### src/rtl/swd_xfer_pkg.sv
`timescale 1ns/1ps
package swd_xfer_pkg;

  // Transfer slot groups, in wire order
  typedef enum logic [2:0] {
    PH_IDLE,
    PH_REQ,
    PH_TRN1,
    PH_ACK,
    PH_TRN2,
    PH_WDATA,
    PH_RDATA,
    PH_TRN3
  } xferPhase_e;

  // Source of the pin drive value
  typedef enum logic [1:0] {
    DRV_IDLE,
    DRV_REQ,
    DRV_WDATA,
    DRV_WPAR
  } drvSel_e;

  // Strobes from control to datapath
  typedef struct packed {
    logic    load;
    logic    shiftReq;
    logic    shiftWr;
    logic    sampleAck;
    logic    sampleRd;
    logic    samplePar;
    logic    finish;
    logic    drvEn;
    drvSel_e drvSel;
  } strobe_t;

  localparam logic [2:0] ACK_OK = 3'b001;

endpackage

### src/rtl/swd_xfer_ctrl.sv
`timescale 1ns/1ps
module swd_xfer_ctrl
  import swd_xfer_pkg::*;
#(
  parameter int DIV_W  = 8,
  parameter int DATA_W = 32
) (
  input  logic             clk,
  input  logic             rstN,
  input  logic [DIV_W-1:0] divHalf,
  input  logic             cmdStart,
  input  logic             cmdRead,
  input  logic             ackOk,
  output strobe_t          stb,
  output logic             swclk,
  output logic             busy
);

  localparam int CNT_W = $clog2(DATA_W + 1);
  localparam logic [CNT_W-1:0] REQ_LAST  = CNT_W'(7);
  localparam logic [CNT_W-1:0] ACK_LAST  = CNT_W'(2);
  localparam logic [CNT_W-1:0] DATA_LAST = CNT_W'(DATA_W);

  xferPhase_e       phase;
  logic [CNT_W-1:0] bitCnt;
  logic [DIV_W-1:0] divCnt;
  logic             swclkQ;
  logic             isRead;
  logic             tick;
  logic             riseEv;
  logic             fallEv;

  assign busy   = (phase != PH_IDLE);
  assign swclk  = swclkQ;
  assign tick   = (divCnt == divHalf);
  assign riseEv = busy && !swclkQ && tick;
  assign fallEv = busy && swclkQ && tick;

  always_ff @(posedge clk or negedge rstN) begin
    if (!rstN) begin
      phase  <= PH_IDLE;
      bitCnt <= '0;
      divCnt <= '0;
      swclkQ <= 1'b0;
      isRead <= 1'b0;
    end else if (!busy) begin
      divCnt <= '0;
      swclkQ <= 1'b0;
      if (cmdStart) begin
        phase  <= PH_REQ;
        bitCnt <= '0;
        isRead <= cmdRead;
      end
    end else begin
      if (tick) begin
        divCnt <= '0;
        swclkQ <= ~swclkQ;
      end else begin
        divCnt <= divCnt + DIV_W'(1);
      end
      if (fallEv) begin
        case (phase)
          PH_REQ: begin
            if (bitCnt == REQ_LAST) begin
              phase  <= PH_TRN1;
              bitCnt <= '0;
            end else begin
              bitCnt <= bitCnt + CNT_W'(1);
            end
          end
          PH_TRN1: begin
            phase  <= PH_ACK;
            bitCnt <= '0;
          end
          PH_ACK: begin
            if (bitCnt == ACK_LAST) begin
              bitCnt <= '0;
              if (!ackOk)      phase <= PH_TRN3;
              else if (isRead) phase <= PH_RDATA;
              else             phase <= PH_TRN2;
            end else begin
              bitCnt <= bitCnt + CNT_W'(1);
            end
          end
          PH_TRN2: begin
            phase  <= PH_WDATA;
            bitCnt <= '0;
          end
          PH_WDATA: begin
            if (bitCnt == DATA_LAST) phase <= PH_IDLE;
            else                     bitCnt <= bitCnt + CNT_W'(1);
          end
          PH_RDATA: begin
            if (bitCnt == DATA_LAST) begin
              phase  <= PH_TRN3;
              bitCnt <= '0;
            end else begin
              bitCnt <= bitCnt + CNT_W'(1);
            end
          end
          PH_TRN3: phase <= PH_IDLE;
          default: phase <= PH_IDLE;
        endcase
      end
    end
  end

  always_comb begin
    stb           = '0;
    stb.load      = !busy && cmdStart;
    stb.shiftReq  = fallEv && (phase == PH_REQ);
    stb.shiftWr   = fallEv && (phase == PH_WDATA);
    stb.sampleAck = riseEv && (phase == PH_ACK);
    stb.sampleRd  = riseEv && (phase == PH_RDATA) && (bitCnt != DATA_LAST);
    stb.samplePar = riseEv && (phase == PH_RDATA) && (bitCnt == DATA_LAST);
    stb.finish    = fallEv && (((phase == PH_WDATA) && (bitCnt == DATA_LAST))
                               || (phase == PH_TRN3));
    stb.drvEn     = (phase == PH_IDLE) || (phase == PH_REQ) || (phase == PH_WDATA);
    case (phase)
      PH_REQ:   stb.drvSel = DRV_REQ;
      PH_WDATA: stb.drvSel = (bitCnt == DATA_LAST) ? DRV_WPAR : DRV_WDATA;
      default:  stb.drvSel = DRV_IDLE;
    endcase
  end

  // a transfer begins only from a start pulse
  p_busy_from_start_r9: assert property (@(posedge clk) disable iff (!rstN)
    $rose(busy) |-> $past(cmdStart));

  // wire clock rests low whenever no transfer runs
  p_idle_clk_low_r8: assert property (@(posedge clk) disable iff (!rstN)
    !busy |-> !swclk);

endmodule

### src/rtl/swd_xfer_dp.sv
`timescale 1ns/1ps
module swd_xfer_dp
  import swd_xfer_pkg::*;
#(
  parameter int DATA_W = 32
) (
  input  logic              clk,
  input  logic              rstN,
  input  strobe_t           stb,
  input  logic              cmdApSel,
  input  logic              cmdRead,
  input  logic [1:0]        cmdAddr,
  input  logic [DATA_W-1:0] cmdWdata,
  input  logic              swdioIn,
  output logic              ackOk,
  output logic              swdioOut,
  output logic              swdioOe,
  output logic [2:0]        ack,
  output logic [DATA_W-1:0] rdata,
  output logic              parityErr,
  output logic              done
);

  logic [7:0]        reqSh;
  logic [DATA_W-1:0] wSh;
  logic              wPar;
  logic [2:0]        ackSh;
  logic [DATA_W-1:0] rSh;
  logic              rPar;
  logic              rdFlag;
  logic              reqPar;

  assign reqPar = cmdApSel ^ cmdRead ^ cmdAddr[0] ^ cmdAddr[1];
  assign ackOk  = (ackSh == ACK_OK);

  always_ff @(posedge clk or negedge rstN) begin
    if (!rstN) begin
      reqSh     <= '0;
      wSh       <= '0;
      wPar      <= 1'b0;
      ackSh     <= '0;
      rSh       <= '0;
      rPar      <= 1'b0;
      rdFlag    <= 1'b0;
      ack       <= '0;
      rdata     <= '0;
      parityErr <= 1'b0;
      done      <= 1'b0;
    end else begin
      done <= stb.finish;
      if (stb.load) begin
        // wire order, first bit in position 0
        reqSh  <= {1'b1, 1'b0, reqPar, cmdAddr[1], cmdAddr[0], cmdRead, cmdApSel, 1'b1};
        wSh    <= cmdWdata;
        wPar   <= ^cmdWdata;
        rdFlag <= cmdRead;
        ackSh  <= '0;
      end
      if (stb.shiftReq)  reqSh <= {1'b0, reqSh[7:1]};
      if (stb.shiftWr)   wSh   <= {1'b0, wSh[DATA_W-1:1]};
      if (stb.sampleAck) ackSh <= {swdioIn, ackSh[2:1]};
      if (stb.sampleRd)  rSh   <= {swdioIn, rSh[DATA_W-1:1]};
      if (stb.samplePar) rPar  <= swdioIn;
      if (stb.finish) begin
        ack <= ackSh;
        if (rdFlag && ackOk) begin
          rdata     <= rSh;
          parityErr <= (^rSh) ^ rPar;
        end else begin
          parityErr <= 1'b0;
        end
      end
    end
  end

  always_comb begin
    case (stb.drvSel)
      DRV_REQ:   swdioOut = reqSh[0];
      DRV_WDATA: swdioOut = wSh[0];
      DRV_WPAR:  swdioOut = wPar;
      default:   swdioOut = 1'b0;
    endcase
  end
  assign swdioOe = stb.drvEn;

  // reported acknowledge moves only together with completion
  p_ack_with_done_r3: assert property (@(posedge clk) disable iff (!rstN)
    !$stable(ack) |-> done);

  // a parity error appears only at the end of a read
  p_perr_on_read_r6: assert property (@(posedge clk) disable iff (!rstN)
    $rose(parityErr) |-> (done && rdFlag));

endmodule

### src/rtl/swd_xfer_engine.sv
`timescale 1ns/1ps
module swd_xfer_engine
  import swd_xfer_pkg::*;
#(
  parameter int DIV_W  = 8,
  parameter int DATA_W = 32
) (
  input  logic              clk,
  input  logic              rstN,
  input  logic [DIV_W-1:0]  divHalf,
  input  logic              cmdStart,
  input  logic              cmdApSel,
  input  logic              cmdRead,
  input  logic [1:0]        cmdAddr,
  input  logic [DATA_W-1:0] cmdWdata,
  output logic              busy,
  output logic              done,
  output logic [2:0]        ack,
  output logic [DATA_W-1:0] rdata,
  output logic              parityErr,
  output logic              swclk,
  output logic              swdioOut,
  output logic              swdioOe,
  input  logic              swdioIn
);

  strobe_t stb;
  logic    ackOk;

  swd_xfer_ctrl #(.DIV_W(DIV_W), .DATA_W(DATA_W)) ctrl_i (
    .clk      (clk),
    .rstN     (rstN),
    .divHalf  (divHalf),
    .cmdStart (cmdStart),
    .cmdRead  (cmdRead),
    .ackOk    (ackOk),
    .stb      (stb),
    .swclk    (swclk),
    .busy     (busy)
  );

  swd_xfer_dp #(.DATA_W(DATA_W)) dp_i (
    .clk       (clk),
    .rstN      (rstN),
    .stb       (stb),
    .cmdApSel  (cmdApSel),
    .cmdRead   (cmdRead),
    .cmdAddr   (cmdAddr),
    .cmdWdata  (cmdWdata),
    .swdioIn   (swdioIn),
    .ackOk     (ackOk),
    .swdioOut  (swdioOut),
    .swdioOe   (swdioOe),
    .ack       (ack),
    .rdata     (rdata),
    .parityErr (parityErr),
    .done      (done)
  );

  // pin outputs hold while the wire clock stays high
  p_pin_stable_high_r8: assert property (@(posedge clk) disable iff (!rstN)
    (swclk && $past(swclk)) |-> ($stable(swdioOut) && $stable(swdioOe)));

  // completion only with the wire clock low
  p_done_clk_low_r8: assert property (@(posedge clk) disable iff (!rstN)
    done |-> !swclk);

  // completion lasts one cycle
  p_done_pulse_r9: assert property (@(posedge clk) disable iff (!rstN)
    done |=> !done);

endmodule

### config.mk
export PLATFORM = sky130hd
export DESIGN_NAME = swd_xfer_engine
export DESIGN_NICKNAME = d
export VERILOG_FILES = /design/src/rtl/swd_xfer_pkg.sv /design/src/rtl/swd_xfer_ctrl.sv /design/src/rtl/swd_xfer_dp.sv /design/src/rtl/swd_xfer_engine.sv
export SDC_FILE = /design/constraint.sdc
export NUM_CORES = 1
export LEC_CHECK = 0
export ABC_AREA = 0
export BUFFER_PORTS_ARGS = -buffer_cell sky130_fd_sc_hd__buf_2
export CAP_MARGIN = 20
export CORE_MARGIN = 1.5
export CORE_UTILIZATION = 62
export DETAILED_ROUTE_END_ITERATION = 7
export GPL_TIMING_DRIVEN = 0
export PLACE_DENSITY = 0.95
export SLEW_MARGIN = 20
export SYNTH_ARGS = -nofsm -noshare
export SYNTH_HDL_FRONTEND = slang
export SYNTH_SLANG_ARGS = --single-unit
### constraint.sdc
create_clock -name clk -period 5.58 [get_ports clk]
set_input_delay 1.116 -clock clk [delete_from_list [all_inputs] [get_ports clk]]
set_output_delay 1.116 -clock clk [all_outputs]
set_load 0.1 [all_outputs]
=== Word-level counts from Yosys, hierarchy flattened ===
Index checks and enable logic that the tools add are counted.

* Word-level logic and storage cells: 112
* Output and inout bits: 41
* Flip-flop bits (word level): 134

* Reduce and logical (&&, ||, !) cells: 32
* Bitwise operators: 6
* Add/subtract/negate cells: 2
* Muxes and demuxes: 32
* Equal/unequal tests: 24

{| class="wikitable"
|+ Operator list
! operator !! count
|-
| two-way mux 32 bit || 2
|-
| XOR reduction 32 bit || 2
|-
| two-way mux 6 bit || 7
|-
| two-way mux 8 bit || 4
|-
| two-way mux 3 bit || 10
|-
| one-hot mux 6 bit (5 select lines) || 1
|-
| one-hot mux 3 bit (6 select lines) || 1
|-
| inequality test 3 bit (second input constant) || 5
|-
| logical AND 1 bit || 14
|-
| == test 3 bit (second input constant) || 4
|-
| inequality test 6 bit (second input constant) || 2
|-
| adder 8 x 1 -> 8 bit (second input constant) || 1
|-
| == test 8 bit || 1
|-
| nonzero test 2 bit || 4
|-
| adder 6 x 1 -> 6 bit (second input constant) || 1
|-
| == test 3 x 1 -> 1 bit (second input constant) || 2
|-
| == test 3 x 2 -> 1 bit (second input constant) || 2
|-
| == test 6 x 2 -> 1 bit (second input constant) || 1
|-
| == test 6 x 3 -> 1 bit (second input constant) || 1
|-
| == test 6 bit (second input constant) || 1
|-
| AND reduction 6 bit || 1
|-
| == test 2 bit (second input constant) || 2
|-
| two-way mux 1 bit || 4
|-
| inequality test 2 bit (second input constant) || 2
|-
| other kinds (13) || 21
|}

=== Logic depth before layout (Yosys ltp) ===
Gate-level depths: netlist of the first run.

* Word-level depth: 6
* Depth in mapped cells: 9
* Gate-level depth less buffers: 8

=== Hierarchy ===
From an unflattened synthesis of the first run, not the netlist that was laid out.

* Cell total of the unflattened synthesis: 547
* Area total of the unflattened synthesis: 6446.2 um2

{| class="wikitable"
|+ Modules (own cells, without submodules)
! module !! cells each !! seq. area each (um2) !! area each (um2) !! instances
|-
| swd_xfer_dp || 409 || 2877.8 || 5158.7 || 1
|-
| swd_xfer_ctrl || 138 || 475.5 || 1287.5 || 1
|}

=== Worst setup path before layout of the first run ===
OpenSTA, ideal clock, no wires.

* Path type: register to output
* Start point: register ctrl_i.bitCnt[3]
* End point: output port swdioOut
* Arrival time: 3476 ps
* Required time: 4464 ps
* Slack: 988 ps
* Stages on the path, launching flop included: 5
* Cells stage by stage: dfrtp_1 > or2_1 > nor3_2 > mux2i_1 > a211oi_1

* Longest elaborated chain between the ends: 5
* Elaborated cells between the ends (all ways): 7

{| class="wikitable"
|+ RTL lines
! element !! line !! text
|-
| start, declared || swd_xfer_ctrl.sv:25 || <nowiki>logic [CNT_W-1:0] bitCnt;</nowiki>
|-
| start signal, assigned || swd_xfer_ctrl.sv:68 || <nowiki>bitCnt <= bitCnt + CNT_W'(1);</nowiki>
|-
| start signal, assigned || swd_xfer_ctrl.sv:82 || <nowiki>bitCnt <= bitCnt + CNT_W'(1);</nowiki>
|-
| start signal, assigned || swd_xfer_ctrl.sv:91 || <nowiki>else bitCnt <= bitCnt + CNT_W'(1);</nowiki>
|-
| == test 6 bit (*) || swd_xfer_ctrl.sv:121 || <nowiki>PH_WDATA: stb.drvSel = (bitCnt == DATA_LAST) ? DRV_WPAR : DRV_WDATA;</nowiki>
|-
| two-way mux 1 bit (*) || swd_xfer_ctrl.sv:121 ||
|-
| one-hot mux 2 bit (2 select lines) (*) || swd_xfer_ctrl.sv:119 || <nowiki>case (phase)</nowiki>
|-
| == test 2 bit or == test 2 x 1 -> 1 bit (tied branches) || swd_xfer_dp.sv:77 || <nowiki>case (stb.drvSel)</nowiki>
|-
| one-hot mux 1 bit (3 select lines) (*) || swd_xfer_dp.sv:77 ||
|-
| end, declared || swd_xfer_engine.sv:22 || <nowiki>output logic swdioOut,</nowiki>
|}

Every way passes the cells marked *; elsewhere a longest branch is shown, timed or not.

=== Worst setup path in the final report of the first run ===
* Start point: register ctrl_i.bitCnt[0]
* End point: output port swdioOut

Same word-level chain as after synthesis.

==> out/metrics.yaml, run 1 <==
overflow: 0
fmax_ghz: 0.258
yosysMostFrequentCell: "dfrtp_1"
min_to: "dp_i.wSh[10]"
cts_hold_buf: 0
clockRootBuffer: "clkbuf_8"
via_count: 4604
dieArea_um2: 11000
coreArea_um2: 9910
synth_top_cell_area_share: 0.519
relSlewSlack: 0.571
wl_um: 14700
yosysTopAreaCell: "dfrtp_1"
grt_antenna_before_repair: 0
status: "complete, no violations"
period_share: 0.696
syn_nets: 570
drive_gt1_frac: 0.324
ir_drop_mv: 0.305
post_synth.cell_area_avg_um2: 12.4
use_met1: 0.338
hold_start: "dp_i.wSh[10]"
power.density_nw_per_um2: 383
clk_pin_slew_ns: 0.07
hold_depth: 1
grt_use_met2: 0.465
ys_warn_count: 0
required_ns: 4.46
grt_pass1_vias: 4697
nets: 678
fin_area_um2: 7630
clock_latency_ns: 0.54
slew_viol_final: 0
netlist_instances: 518
synth_top_flop_cell: "dfrtp_1"
grt.busiest_layer: "met2"
row_count: 36
dp_hpwl_um: 9490
grt_pass1_wl_um: 23600
place_area_um2: 7060
drc: 0
worstSetupStartpointType: "register"
n_antenna_cell: 0
syn_to_final_growth_pct: 18.9
wl_per_cell_um: 19.0
grt_usage: 0.280
maxCapViolCount: 0
hold_viol: 0
synth-seq-cells: 133
power_leakage_nw: 3.92
cts_inserted_buffers: 17
start_util: 0.648
reg2reg_slack_ns: 3.01
worst_hold_slack_ns: 0.478
synth_area_leaders: "dfrtp_1 52%, xnor2_1 9.0%, mux2_4 6.8%, mux2_2 6.7%, a22o_1 4.6%"
post_cts_resized: 0
dieWidth_um: 105
synth_edf_count: 0
period_needed_ns: 3.88
cts_setup_buffers: 0
final.setup.tns_ns: 0
boundaryPins: 89
use_met3: 0.0692
rsz0062_at_grt: "false"
synthDistinctLibCells: 46
cts_buffer_depth: 2
grt_max_degree: 84
fp.dieH_um: 105
firstDrtPassIters: 8
synth_commonest_cells: "133 x dfrtp_1, 66 x xnor2_1, 38 x mux2_2"
htree_levels: 4
clock-sinks: 133
via_per_inst: 5.96
antenna_left: 0
crit_type: "reg2out"
rr_worst_depth: 7
endpoint_kind: "output port"
hold_path.class: "reg2reg"
finClkSkew_ns: 0.0117
dr.first_iter.drc_count: 280
port_buffers: 88
cp.arrival_ns: 2.77
worstMarginPinSlew_ns: 0.639
ys_seq_area_frac: 0.519
reg2reg_to: "dp_i.rSh[28]"
setup_viol: 0
synth-async-reset-ratio: 1.00
syn-cell-area_um2: 6420
place_congestion: 0.831
worstPathMaxFanout: 7
cts_tree: "yes"
timing.rr.start: "ctrl_i.divCnt[6]"
## per-layer routing
layer  share of wire  up-vias
li1                -     2040
met1            0.39     2313
met2            0.51      190
met3           0.055       61
met4           0.037        0
met5               0        -
## registers in the layout (all words and copies together) (netlist names), 6 cells and up
register       count
ctrl_i.bitCnt      6
dp_i.rdata        32
dp_i.wSh          32
dp_i.rSh          32
ctrl_i.divCnt      8
dp_i.reqSh         8
## worst max-delay path, cell delays in order (launching register included)
cell and delay, ns:
dfrtp_1 0.42, inv_1 0.11, ha_1 0.17, nand2_1 0.08, nor3_2 0.49, mux2i_1 0.15, a211oi_1 0.32, buf_2 0.48
## report_power, final
part	leakage [nW]	total (mW)	switching [mW]	internal [mW]
combinational	1.88	0.596	0.348	0.249
sequential	1.78	1.24	0.114	1.12
clock	0.268	1.09	0.447	0.639
total	3.92	2.92	0.909	2.01
## cell type report
class / instances / area [µm²]
clock inverter: 14 / 153
fill: 579 / 2280
sequential: 133 / 3330
clock buffer: 18 / 418
buffer: 21 / 113
multi-input combinational: 349 / 2920
timing repair buffer: 89 / 474
inverter: 15 / 56.3
tap: 133 / 166
## cells by family (layout without fill, tap and decap cells)
group           count (synthesis)  count (layout)  synth area share
flops                         133             133             0.519
compound gates                109             109             0.127
simple gates                   87              87            0.0710
xor+xnor                       80              80             0.111
mux                            68              68             0.136
buf+inv                        36             157            0.0263
fa+ha+maj                       5               5           0.00936
## through the flow
stage / utilization / total power, mW / setup slack [ns] / cells
CTS: 0.770 / 2.92 / 1.71 / 772
global route: 0.770 / 3.04 / 1.58 / 772
finish: 0.770 / 2.92 / 1.70 / 772
detailed placement: 0.712 / 1.83 / 2.26 / 740
global placement: 0.709 / 1.79 / 1.78 / 739
floorplan: - / 1.67 / 0.988 / 518
## layout by cell type (no fill, tap or decap), types with 3 or more instances in the layout
master / n
a21o_1: 36
a21oi_1: 6
a22o_1: 34
and3_1: 5
buf_2: 96
buf_6: 4
clkbuf_1: 10
clkbuf_16: 16
clkinv_4: 3
clkinvlp_4: 4
dfrtp_1: 133
ha_1: 4
inv_1: 14
inv_6: 3
mux2_2: 38
mux2_4: 29
nand2_1: 22
nand2b_1: 3
nand3_1: 15
nand4_1: 3
nor2_1: 23
nor3_1: 3
o21ai_0: 19
o21ai_1: 3
xnor2_1: 66
xor2_1: 13
## worst max path at each step
stage,start,depth (start not counted),end
after floorplan,ctrl_i.bitCnt[3],4,swdioOut
after global placement,rstN,1,dp_i.wSh[20]
after detailed placement,ctrl_i.bitCnt[0],7,swdioOut
after CTS,ctrl_i.bitCnt[0],7,swdioOut
after global routing,ctrl_i.bitCnt[0],7,swdioOut
final,ctrl_i.bitCnt[0],7,swdioOut
Power figures use the tool's default switching activity.
==> inputs of run 2 (changes only) <==
ABC_AREA = 1   (was 0)
CORE_UTILIZATION = 58   (was 62)
PLACE_DENSITY = 0.91   (was 0.95)
clock period = 3.64 ns   (was 5.58 ns; I/O delays follow)
==> out/metrics.yaml, run 2 <==
htree_levels: 4  # unchanged
synth_area_leaders: "dfrtp_1 48%, nand2_1 18%, inv_1 4.7%, o21ai_2 4.0%, nand3_1 3.6%"  # was dfrtp_1 52%, xnor2_1 9.0%, mux2_4 6.8%, mux2_2 6.7%, a22o_1 4.6%
crit_family: "buffers and inverters"  # unchanged
netlist_instances: 886  # was 518
via_count: 6077  # was 4604
antenna_left: 0  # unchanged
synth_commonest_cells: "340 x nand2_1, 133 x dfrtp_1, 88 x inv_1"  # was 133 x dfrtp_1, 66 x xnor2_1, 38 x mux2_2
power.share.clock: 0.337  # was 0.372
post_cts_resized: 0  # unchanged
yosysMostFrequentCell: "nand2_1"  # was dfrtp_1
dr.first_iter.drc_count: 375  # was 280
seqPwrFrac: 0.413  # was 0.424
synth-async-reset-ratio: 1.00  # unchanged
period_needed_ns: 3.02
wl_um: 15000  # was 14700 µm
required_ns: 2.91  # was 4.46 ns
power_leakage_nw: 4.17  # was 3.92 nW
syn_nets: 938  # was 570
synth_top_cell_area_share: 0.476  # was 0.519
clock_latency_ns: 0.42  # was 0.54 ns
post_synth.cell_area_avg_um2: 7.89  # was 12.4 µm²
crit_slowest_cell: "buf_2"  # was nor3_2
nets: 1046  # was 678
final.setup.tns_ns: 0  # unchanged
reg_top3: "dp_i.rSh (32), dp_i.rdata (32), dp_i.wSh (32)"  # unchanged
clockRootBuffer: "clkbuf_16"  # was clkbuf_8
dieWidth_um: 113  # was 105 µm
overflow: 0  # unchanged
power.share.switching: 0.330  # was 0.311
relSlewSlack: 0.653  # was 0.571
ys_warn_count: 0  # unchanged
p_int_mw: 3.11  # was 2.01 mW
synthDistinctLibCells: 31  # was 46
n_antenna_cell: 0  # unchanged
cts_buffer_depth: 2  # unchanged
grt_usage: 0.253  # was 0.280
power_mw: 4.65  # was 2.92 mW
firstDrtPassIters: 5  # was 8
synth_top_flop_cell: "dfrtp_1"  # unchanged
cts_setup_buffers: 0  # unchanged
worstPathMaxFanout: 6  # was 7
worstMarginPinSlew_ns: 0.521  # was 0.639 ns
critPathMostFrequentCell: "inv_1"
crit_chain: "inv_1 -> nand2_1 -> nor2_1 -> inv_1 -> o211ai_1 -> buf_2"  # was inv_1 -> ha_1 -> nand2_1 -> nor3_2 -> mux2i_1 -> a211oi_1 -> buf_2
syn-cell-area_um2: 6990  # was 6420 µm²
clock-sinks: 133  # unchanged
ir_drop_mv: 0.515  # was 0.305 mV
maxCapViolCount: 0  # unchanged
pwr-share-comb: 0.250  # was 0.204
endpoint_kind: "output port"  # unchanged
synth-seq-cells: 133  # unchanged
fmax_ghz: 0.332
setup_viol: 0  # unchanged
status: "complete, no violations"  # unchanged
dieArea_um2: 12700  # was 11000 µm²
grt_antenna_before_repair: 0  # unchanged
boundaryPins: 89  # unchanged
coreArea_um2: 11600  # was 9910 µm²
power.density_nw_per_um2: 567  # was 383 nW/µm²
yosysTopAreaCell: "dfrtp_1"  # unchanged
cp.buffers_inverters: 3  # was 2
drive_gt1_frac: 0.173  # was 0.324
hold_viol: 0  # unchanged
fp.dieH_um: 113  # was 105 µm
final_common_cell: "nand2_1"  # was dfrtp_1
hold_path.class: "in2async"  # was reg2reg
ys_seq_area_frac: 0.476  # was 0.519
grt_pass1_wl_um: 25800  # was 23600 µm
port_buffers: 88  # unchanged
grt_max_degree: 103  # was 84
clk_pin_slew_ns: 0.05  # was 0.07 ns
grt_pass1_vias: 5745  # was 4697
rsz0062_at_grt: "false"  # unchanged
cp.arrival_ns: 2.29  # was 2.77 ns
p_sw_mw: 1.53  # was 909 µW
start_util: 0.605  # was 0.648
slowest_delay_ns: 0.48  # was 0.49 ns
cts_inserted_buffers: 17  # unchanged
crit_type: "reg2out"  # unchanged
slew_viol_final: 0  # unchanged
row_count: 39  # was 36
cts_hold_buf: 0  # unchanged
syn_to_final_growth_pct: 17.1  # was 18.9%
via_per_inst: 5.30  # was 5.96
final_cell_mix: "340 x nand2_1, 133 x dfrtp_1, 97 x buf_2"  # was 133 x dfrtp_1, 96 x buf_2, 66 x xnor2_1
wl_per_cell_um: 13.0  # was 19.0 µm
period_share: 0.829
worstSetupStartpointType: "register"  # unchanged
reg2reg_slack_ns: 1.57  # was 3.01 ns
place_congestion: 0.820  # was 0.831
drc: 0  # unchanged
synth_edf_count: 0  # unchanged
finClkSkew_ns: 0.00768  # was 0.0117 ns
dp_hpwl_um: 10500  # was 9490 µm
cts_tree: "yes"  # unchanged
run 2: area by class of cell:
class                   instances  area (µm²)
well taps                     143         179
clock inverters                 5        50.0
multi-input cells             634        3150
inverters                      91         342
flip-flops and latches        133        3330
plain buffers                  28         170
fillers                       852        3370
clock buffers                  24         492
repair buffers                 89         478
run 2: cells by family after synthesis:
| family | synth area share |
|---|---|
| adder cells (fa/ha/maj) | 0.00716 |
| XOR/XNOR | 0.0501 |
| AO/OA/AOI/OAI | 0.132 |
| AND/OR/NAND/NOR | 0.261 |
| buffers and inverters | 0.0732 |
| flip-flops | 0.476 |
run 2: metal layers:
layer / share of wire / global-route usage / wire length [µm]
met5: 0 / 0 / 0
met4: 0.012 / 0.0759 / 181
met3: 0.052 / 0.0723 / 777
met2: 0.50 / 0.433 / 7470
met1: 0.44 / 0.312 / 6530
run 2: path summary, 6_finish.rpt:
path                                        to              from  cells past startpoint
max in group asynchronous          dp_i.wSh[2]              rstN                      2
worst max-delay path                  swdioOut   ctrl_i.phase[1]                      6
worst min register to register  dp_i.rdata[13]    dp_i.rdata[13]                      2
min in group clk                dp_i.rdata[13]    dp_i.rdata[13]                      2
worst max register to register  dp_i.rdata[19]  ctrl_i.bitCnt[0]                     10
worst min-delay path            dp_i.rdata[14]              rstN                      1
run 2: power groups by stage:
stage | logic [mW] | clock network [mW] | registers [mW]
2_1_floorplan | 0.889 | 0 | 1.89
3_3_place_gp | 1.11 | 0 | 1.92
3_5_place_dp | 1.16 | 0 | 1.93
4_1_cts | 1.17 | 1.59 | 1.91
5_1_grt | 1.31 | 1.65 | 1.95
6_report | 1.16 | 1.57 | 1.92
run 2: metrics by stage:
step                hold slack (ns)   util  instance area (µm²)  cells  worst slack (ns)
global route                  0.167  0.708                 8190   1147             0.486
finish                        0.163  0.708                 8190   1147             0.624
CTS                           0.159  0.708                 8190   1147             0.629
detailed placement            0.468  0.661                 7650   1118              1.12
global placement              0.462  0.658                 7610   1117            0.0900
floorplan                     0.432      -                 6990    886             0.586
